**config.mk**
```make
export PLATFORM = sky130hd
export DESIGN_NAME = sync_serial_port
export DESIGN_NICKNAME = d
export VERILOG_FILES = /design/src/rtl/ssp_pkg.sv /design/src/rtl/ssp_ctrl.sv /design/src/rtl/ssp_datapath.sv /design/src/rtl/sync_serial_port.sv
export SDC_FILE = /design/constraint.sdc
export NUM_CORES = 1
export LEC_CHECK = 0
export BUFFER_PORTS_ARGS = -buffer_cell sky130_fd_sc_hd__buf_4
export CAP_MARGIN = 20
export CORE_ASPECT_RATIO = 1.75
export CORE_MARGIN = 2
export CORE_UTILIZATION = 60
export DETAILED_ROUTE_END_ITERATION = 10
export PLACE_DENSITY = 0.86
export SKIP_CTS_REPAIR_TIMING = 1
export SLEW_MARGIN = 10
export SYNTH_ARGS = -nofsm -noshare
export SYNTH_HDL_FRONTEND = slang
export SYNTH_SLANG_ARGS = --single-unit
export TNS_END_PERCENT = 10
```
**constraint.sdc**
```tcl
create_clock -name clk -period 3.7 [get_ports clk]
set_input_delay 0.555 -clock clk [delete_from_list [all_inputs] [get_ports clk]]
set_output_delay 0.555 -clock clk [all_outputs]
set_load 0.005 [all_outputs]
```
**src/rtl/ssp_pkg.sv**
```systemverilog
package ssp_pkg;
  // Strobes passed from the sequencer to the shift datapath
  typedef struct packed {
    logic load;    // accepted write: capture the byte, reset the bit index
    logic drive;   // drive edge: put the current bit on the line
    logic sample;  // sample edge: capture rxd, advance the index
    logic finish;  // last sample edge of the word
  } sspStrobe_t;
endpackage

```
**src/rtl/ssp_ctrl.sv**
```systemverilog
module ssp_ctrl
  import ssp_pkg::*;
#(
  parameter int DIV_W = 8,
  parameter int BITS  = 8
) (
  input  logic             clk,
  input  logic             rstN,
  input  logic             wrEn,
  input  logic             cfgClkPol,
  input  logic             cfgExtClk,
  input  logic             cfgMultiPin,
  input  logic             cfgPinSel,
  input  logic [DIV_W-1:0] cfgDiv,
  input  logic             extClkIn,
  output sspStrobe_t       strobe,
  output logic             busy,
  output logic             done,
  output logic             clkPinA,
  output logic             clkPinAOe,
  output logic             clkPinB,
  output logic             clkPinBOe
);
  localparam int EVENTS = 2 * BITS;
  localparam int PH_W   = $clog2(EVENTS);

  logic [DIV_W-1:0] divCnt;
  logic [PH_W-1:0]  phase;
  logic             away;
  logic [2:0]       extSync;
  logic             idleLevel, sclk, extEdge, extLead, extTrail, divTick, step, useB;

  assign idleLevel = ~cfgClkPol;
  assign sclk      = idleLevel ^ away;
  assign extEdge   = extSync[1] ^ extSync[2];
  assign extLead   = extEdge && (extSync[1] != idleLevel);
  assign extTrail  = extEdge && (extSync[1] == idleLevel);
  assign divTick   = (divCnt == cfgDiv);

  always_comb begin
    if (cfgExtClk) step = busy && (phase[0] ? extTrail : extLead);
    else           step = busy && divTick;
    strobe.load   = wrEn && !busy;
    strobe.drive  = step && !phase[0];
    strobe.sample = step && phase[0];
    strobe.finish = step && (phase == PH_W'(EVENTS - 1));
  end

  always_ff @(posedge clk or negedge rstN) begin
    if (!rstN) extSync <= '0;
    else       extSync <= {extSync[1:0], extClkIn};
  end

  always_ff @(posedge clk or negedge rstN) begin
    if (!rstN) begin
      busy   <= 1'b0;
      done   <= 1'b0;
      phase  <= '0;
      away   <= 1'b0;
      divCnt <= '0;
    end else if (strobe.load) begin
      busy   <= 1'b1;
      done   <= 1'b0;
      phase  <= '0;
      away   <= 1'b0;
      divCnt <= '0;
    end else if (busy) begin
      divCnt <= divTick ? '0 : divCnt + 1'b1;
      if (step) begin
        away  <= ~away;
        phase <= phase + 1'b1;
      end
      if (strobe.finish) begin
        busy <= 1'b0;
        done <= 1'b1;
      end
    end
  end

  // Clock-pin steering: the unused pin idles high; external mode releases both
  assign useB      = cfgMultiPin && cfgPinSel;
  assign clkPinA   = useB ? 1'b1 : sclk;
  assign clkPinB   = useB ? sclk : 1'b1;
  assign clkPinAOe = ~cfgExtClk;
  assign clkPinBOe = ~cfgExtClk;
endmodule

```
**src/rtl/ssp_datapath.sv**
```systemverilog
module ssp_datapath
  import ssp_pkg::*;
#(
  parameter int BITS = 8
) (
  input  logic            clk,
  input  logic            rstN,
  input  sspStrobe_t      strobe,
  input  logic [BITS-1:0] wrData,
  input  logic            cfgInvert,
  input  logic            cfgMsbFirst,
  input  logic            rxd,
  output logic            txd,
  output logic [BITS-1:0] rdData
);
  localparam int IDX_W = $clog2(BITS);

  logic [BITS-1:0]  txByte, rxShift, rxHold, rxNext;
  logic [IDX_W-1:0] bitIdx, pos;

  assign pos = cfgMsbFirst ? (IDX_W'(BITS - 1) - bitIdx) : bitIdx;

  always_comb begin
    rxNext      = rxShift;
    rxNext[pos] = rxd;
  end

  always_ff @(posedge clk or negedge rstN) begin
    if (!rstN) begin
      txByte  <= '0;
      rxShift <= '0;
      rxHold  <= '0;
      bitIdx  <= '0;
      txd     <= 1'b1;
    end else begin
      if (strobe.load) begin
        txByte <= wrData ^ {BITS{cfgInvert}};
        bitIdx <= '0;
      end
      if (strobe.drive) txd <= txByte[pos];
      if (strobe.sample) begin
        rxShift <= rxNext;
        bitIdx  <= bitIdx + 1'b1;
      end
      if (strobe.finish) begin
        rxHold <= rxNext;
        txd    <= 1'b1;
      end
    end
  end

  assign rdData = rxHold ^ {BITS{cfgInvert}};
endmodule

```
**src/rtl/sync_serial_port.sv**
```systemverilog
module sync_serial_port
  import ssp_pkg::*;
#(
  parameter int DIV_W = 8,
  parameter int BITS  = 8
) (
  input  logic             clk,
  input  logic             rstN,
  input  logic             wrEn,
  input  logic [BITS-1:0]  wrData,
  output logic [BITS-1:0]  rdData,
  input  logic             cfgInvert,
  input  logic             cfgClkPol,
  input  logic             cfgMsbFirst,
  input  logic             cfgExtClk,
  input  logic             cfgMultiPin,
  input  logic             cfgPinSel,
  input  logic [DIV_W-1:0] cfgDiv,
  input  logic             extClkIn,
  input  logic             rxd,
  output logic             txd,
  output logic             clkPinA,
  output logic             clkPinAOe,
  output logic             clkPinB,
  output logic             clkPinBOe,
  output logic             busy,
  output logic             done
);
  sspStrobe_t strobe;

  ssp_ctrl #(.DIV_W(DIV_W), .BITS(BITS)) u_ctrl (
    .clk(clk), .rstN(rstN), .wrEn(wrEn), .cfgClkPol(cfgClkPol),
    .cfgExtClk(cfgExtClk), .cfgMultiPin(cfgMultiPin), .cfgPinSel(cfgPinSel),
    .cfgDiv(cfgDiv), .extClkIn(extClkIn), .strobe(strobe), .busy(busy),
    .done(done), .clkPinA(clkPinA), .clkPinAOe(clkPinAOe),
    .clkPinB(clkPinB), .clkPinBOe(clkPinBOe)
  );

  ssp_datapath #(.BITS(BITS)) u_dp (
    .clk(clk), .rstN(rstN), .strobe(strobe), .wrData(wrData),
    .cfgInvert(cfgInvert), .cfgMsbFirst(cfgMsbFirst), .rxd(rxd),
    .txd(txd), .rdData(rdData)
  );
endmodule

```
* Yosys cells after proc, flatten, opt, wreduce, memory -nomap -nowiden
Cells that the tools add are included.
** Word-level totals
- Output and inout bits :: 15
- Input port bits :: 27
- Word-level logic and storage cells :: 76
- Flip-flop bits (word level) :: 46
** Operators by class
- Bitwise gates (word level) :: 7
- Eq/ne operators :: 4
- Reductions and logical operators :: 19
- $lt $le $gt $ge :: 2
- Mux-type cells :: 29
- $add $sub $neg :: 4
** Operator list (number)
- $mux W8 :: 3
- $mux W1 :: 17
- $xor A8 B8 Y8 :: 2
- $mux W4 :: 3
- $logic_and A1 B1 Y1 :: 10
- $reduce_bool A2 Y1 :: 5
- $mux W3 :: 3
- $add A8 B1 Y8 const B :: 1
- $bwmux W8 :: 1
- $eq A8 B8 Y1 :: 1
- $add A4 B1 Y4 const B :: 1
- $eq A4 B4 Y1 const B :: 1
- $lt A3 B4 Y1 const B :: 1
- $reduce_and A2 Y1 :: 2
- $add A3 B1 Y3 const B :: 1
- $bmux W1 S3 :: 1
- $demux W1 S3 :: 1
- $ge A3 B1 Y1 const B :: 1
- $not A1 Y1 :: 3
- $sub A3 B3 Y3 const A :: 1
- $logic_not A1 Y1 :: 2
- $xor A1 B1 Y1 :: 2
- $eq A1 B1 Y1 :: 1
- $ne A1 B1 Y1 :: 1

* Logic depth before layout (Yosys ltp)
- Word-level depth :: 10
- Depth in mapped cells :: 7
- Mapped depth without buffers :: 5

* Modules after synthesis
A second synthesis with hierarchy kept.
** Second synthesis, totals
- Cells, all modules :: 298
- Area total of the unflattened synthesis :: 2866.5 sq um
** By module, submodules not included
- ssp_datapath :: sequential area each 701.9 sq um, area each 1790.5 sq um, cells an instance 189, times used 1
- ssp_ctrl :: sequential area each 450.4 sq um, area each 1076.0 sq um, cells an instance 109, times used 1

* Worst setup path before layout
OpenSTA, ideal clock, no wires.
- Kind :: in2reg
- Start point :: in cfgDiv[3]
- End point :: reg u_dp.rxHold[0]
- Buffers on the path :: 0
- Setup slack :: 1.582 ns
- Data required time :: 3.575 ns
- Stages on the path :: 5
- Library setup time :: 0.125 ns
- Data arrival time :: 1.993 ns
- Path through :: xor2_1 > nor4_4 > a21oi_2 > nor3_4 > mux2_4
** Between the ends
- Word-level cells in the longest chain between the ends :: 4
** Ends and longest elaborated chain
- start: declaration :: RTL line sync_serial_port.sv:18 : input logic [DIV_W-1:0] cfgDiv,
- $eq A8 B8 Y1 :: RTL line ssp_ctrl.sv:38 : assign divTick = (divCnt == cfgDiv);
- $logic_and A1 B1 Y1 :: RTL line ssp_ctrl.sv:42 : else step = busy && divTick;
- $mux W1 :: RTL line ssp_ctrl.sv:41 : if (cfgExtClk) step = busy && (phase[0] ? extTrail : extLead);
- $logic_and A1 B1 Y1 :: RTL line ssp_ctrl.sv:46 : strobe.finish = step && (phase == PH_W'(EVENTS - 1));
- end signal: assignment :: RTL line ssp_datapath.sv:46 : rxHold <= rxNext;
- end: declaration :: RTL line ssp_datapath.sv:18 : logic [BITS-1:0] txByte, rxShift, rxHold, rxNext;
No other way between the ends.
A chain may end at the register's enable or synchronous reset.

* Worst setup path after layout
- Start point :: reg u_ctrl.divCnt[3]
- End point :: reg u_dp.rxHold[2]
** Between the ends
- Word-level cells in the longest chain between the ends :: 4
** Ends and longest elaborated chain
- start: declaration :: RTL line ssp_ctrl.sv:27 : logic [DIV_W-1:0] divCnt;
- start signal: assignment :: RTL line ssp_ctrl.sv:68 : divCnt <= divTick ? '0 : divCnt + 1'b1;
- $eq A8 B8 Y1 :: RTL line ssp_ctrl.sv:38
- $logic_and A1 B1 Y1 :: RTL line ssp_ctrl.sv:42
- $mux W1 :: RTL line ssp_ctrl.sv:41
- $logic_and A1 B1 Y1 :: RTL line ssp_ctrl.sv:46
No other way between the ends.

==> results.txt <==
status: completed
sequential area share after synthesis: 42.0%
Power Density: 714 mW/mm2
Reg2Reg Launch Point: u_ctrl.divCnt[3]
Ys Warns: 0
TritonCTS clock tree: done
gr usage total: 23.6%
Mapped Cells: 270
Setup crit end: u_dp.rxHold[2]
Max-slew headroom: 43.2%
syn_nets: 300
unrepaired setup endpoints after global routing: no
most common cell after layout, fill and taps aside: dfrtp_1
fin crit share: 62.7%
Setup CP Type: flip-flop to flip-flop
Fill cells: 359
Cell Int Power: 0.00135 W
Worst EP arrival: 2.50 ns
Worst-Margin Slew: 0.853 ns
Initial DRC Count: 44
Max Slew Vio Count: 0
starting density of the core: 62.3%
minimum clock period: 2.32 ns
# diodes: 0
TritonRoute pass-1 iters: 4
share of power burned in the clock network: 12.7%
deepest clock path buffer count: 2
critical path startpoint: u_ctrl.divCnt[3]
synth unique cells: 45
type of element launching the critical path: flip-flop
chip width: 55.1 um
maximum clock rate: 0.431 GHz
initial antenna violation count: 0
commonest cells after routing, fill and taps aside: 45 x dfrtp_1, 41 x buf_4, 27 x nand2_1
Max-cap violations: 0
largest net degree at the start of global routing: 47
NumNets Final: 331
root buffer cell: clkbuf_8
Area Growth Syn to Fin: 13.8%
Clk pin slew, worst setup/hold paths: 0.08 ns
Syn Area/Cell: 10.2 um2
final hold vios: 0
final WL: 5580 um
Sequential Power Share: 44.5%
clock latency at the later pin of the worst-skew pair: 0.29 ns
worst reg-to-reg path cell count: 5
Fin Hold WS: 0.256 ns
Final HPWL DP: 3930 um
post-place instance area: 0.00305 mm2
Vias per Instance: 6.16
skew final: 0.00340 ns
share of layout cells above drive strength 1: 23.9%
WL/cell: 15.8 um
clk sinks: 46
first-pass GRT wire length: 8970 um
DR vias: 2,167
CTS HTree Levels: 2
setup TNS: 0 ns
Mapped Area: 0.00274 mm2
Sw Ratio: 39.4%
GP Congestion: 0.817
Net Sw Power: 0.000878 W
CTS buffer count: 5
total die area: 0.00515 mm2
design area: 0.00312 mm2
# DRC: 0
final core occ: 70.9%
Core Rows: 32
Peak VDD IR: 436 uV
worst hold-check path type: input pin to async pin
total gr overflow: 0
Crit Path Max Fanout: 10
IO Count: 42
FF+latch count, synth: 46
input/output buffers: 41
Setup-failing EPs final: 0
r2r endpoint: u_dp.rxHold[2]
core area: 0.00440 mm2
antenna viol nets, final: 0
Gate power share: 42.8%
vias in the first global route: 2,057
Worst Path Required: 3.88 ns
FF-to-FF setup slack: 1.38 ns
Die H: 93.5 um
CP Capture Type: flip-flop
Leak: 1.45 nW
worst max-delay path, stage by stage, from the launching register on:
cell     delay [ns]
dfrtp_1        0.45
xor2_1         0.19
nor4_4         0.40
a21oi_2        0.15
nor3_4         0.64
mux2_4         0.36
metal layers:
layer,vias to the layer above,GRT usage (%),part of all wire (%)
met5,-,0,0
met3,9,3.35,3.9
met1,1068,26.2,38
li1,1027,-,-
met2,63,43.3,56
met4,0,7.52,1.7
kinds of logic (layout without fill, tap and decap cells):
group | count (synthesis) | after routing | synth area share [%]
AO/OA/AOI/OAI | 68 | 68 | 16.2
XOR/XNOR | 31 | 31 | 9.90
adder cells (fa/ha/maj) | 3 | 3 | 1.37
buffers and inverters | 23 | 54 | 3.33
flip-flops | 46 | 46 | 42.0
multiplexers | 33 | 33 | 13.9
AND/OR/NAND/NOR | 66 | 66 | 13.3
registers in the layout, summed over array words and instances, names as in the netlist:
| register | flops |
|---|---|
| u_dp.rxHold | 8 |
| u_dp.txByte | 8 |
| u_dp.bitIdx | 3 |
| u_ctrl.busy | 1 |
| u_ctrl.extSync | 3 |
| u_dp.txd | 1 |
| u_ctrl.away | 1 |
| u_ctrl.phase | 4 |
| u_ctrl.divCnt | 8 |
| u_ctrl.done | 1 |
| u_dp.rxShift | 8 |
power groups by stage:
stage	logic, W	registers [W]	clock network, W
4_1_cts	0.000960	0.000987	0.000292
3_3_place_gp	0.000911	0.000980	0
2_1_floorplan	0.000806	0.000866	0
5_1_grt	0.00106	0.00103	0.000310
6_report	0.000954	0.000991	0.000284
3_5_place_dp	0.000952	0.000993	0
cells in the mapped netlist:
library cell / count / area, um2
a311oi_1: 1 / 8.76
o21ai_1: 1 / 5.00
buf_1: 6 / 22.5
nand3_1: 7 / 35.0
nor3_1: 1 / 5.00
nand2_1: 27 / 101
clkinv_1: 1 / 3.75
a21boi_0: 1 / 7.51
nand2b_1: 8 / 50.1
inv_1: 5 / 18.8
dfstp_2: 1 / 26.3
nor3b_1: 2 / 15.0
a21bo_2: 1 / 10.0
and3_1: 4 / 25.0
buf_4: 1 / 7.51
ha_1: 3 / 37.5
a21o_1: 1 / 7.51
or2_2: 3 / 18.8
nor2_1: 8 / 30.0
o211a_1: 2 / 20.0
mux2i_1: 16 / 160
buf_2: 1 / 5.00
mux2_4: 8 / 120
xnor2_1: 10 / 87.6
dfrtp_1: 45 / 1130
a22o_1: 1 / 8.76
xor2_1: 21 / 184
nor3_4: 1 / 16.3
o22a_1: 6 / 52.6
nor4b_1: 1 / 8.76
o21ai_0: 13 / 65.1
a21oi_1: 13 / 65.1
nor2b_1: 1 / 6.26
o22ai_1: 16 / 100
a31oi_1: 3 / 18.8
nor4bb_1: 1 / 10.0
o32ai_1: 2 / 17.5
mux2_2: 9 / 101
a2bb2oi_1: 3 / 26.3
clkbuf_1: 9 / 33.8
a211oi_1: 1 / 7.51
nor4_4: 2 / 42.5
o21a_1: 1 / 7.51
a21oi_2: 1 / 8.76
o311ai_0: 1 / 8.76
cell type report:
| type | instances | area, um2 | share of cell area, % |
|---|---|---|---|
| clock buffer | 7 | 76.3 | 2.44 |
| sequential | 46 | 1150 | 36.9 |
| inverter | 6 | 22.5 | 0.721 |
| timing repair buffer | 41 | 308 | 9.86 |
| multi-input combinational | 201 | 1500 | 48.0 |
| tap | 51 | 63.8 | 2.04 |
worst min path at each step:
| stage | to | slack, ns | cells after the start |
|---|---|---|---|
| finish | u_ctrl.extSync[2] | 0.26 | 1 |
| global route | u_ctrl.away | 0.30 | 1 |
| CTS | u_ctrl.away | 0.28 | 1 |
| detailed placement | u_ctrl.extSync[1] | 0.35 | 0 |
| global placement | u_ctrl.extSync[1] | 0.33 | 0 |
| floorplan | u_ctrl.away | 0.26 | 0 |
stage by stage:
step / worst slack [ns] / std cells / power (W)
2_1_floorplan: 1.58 / 270 / 0.00167
3_3_place_gp: 1.26 / 345 / 0.00189
3_5_place_dp: 1.19 / 345 / 0.00194
4_1_cts: 1.41 / 352 / 0.00224
5_1_grt: 1.31 / 352 / 0.00239
6_report: 1.38 / 352 / 0.00223
No activity file was read; power rests on OpenSTA's default activity.
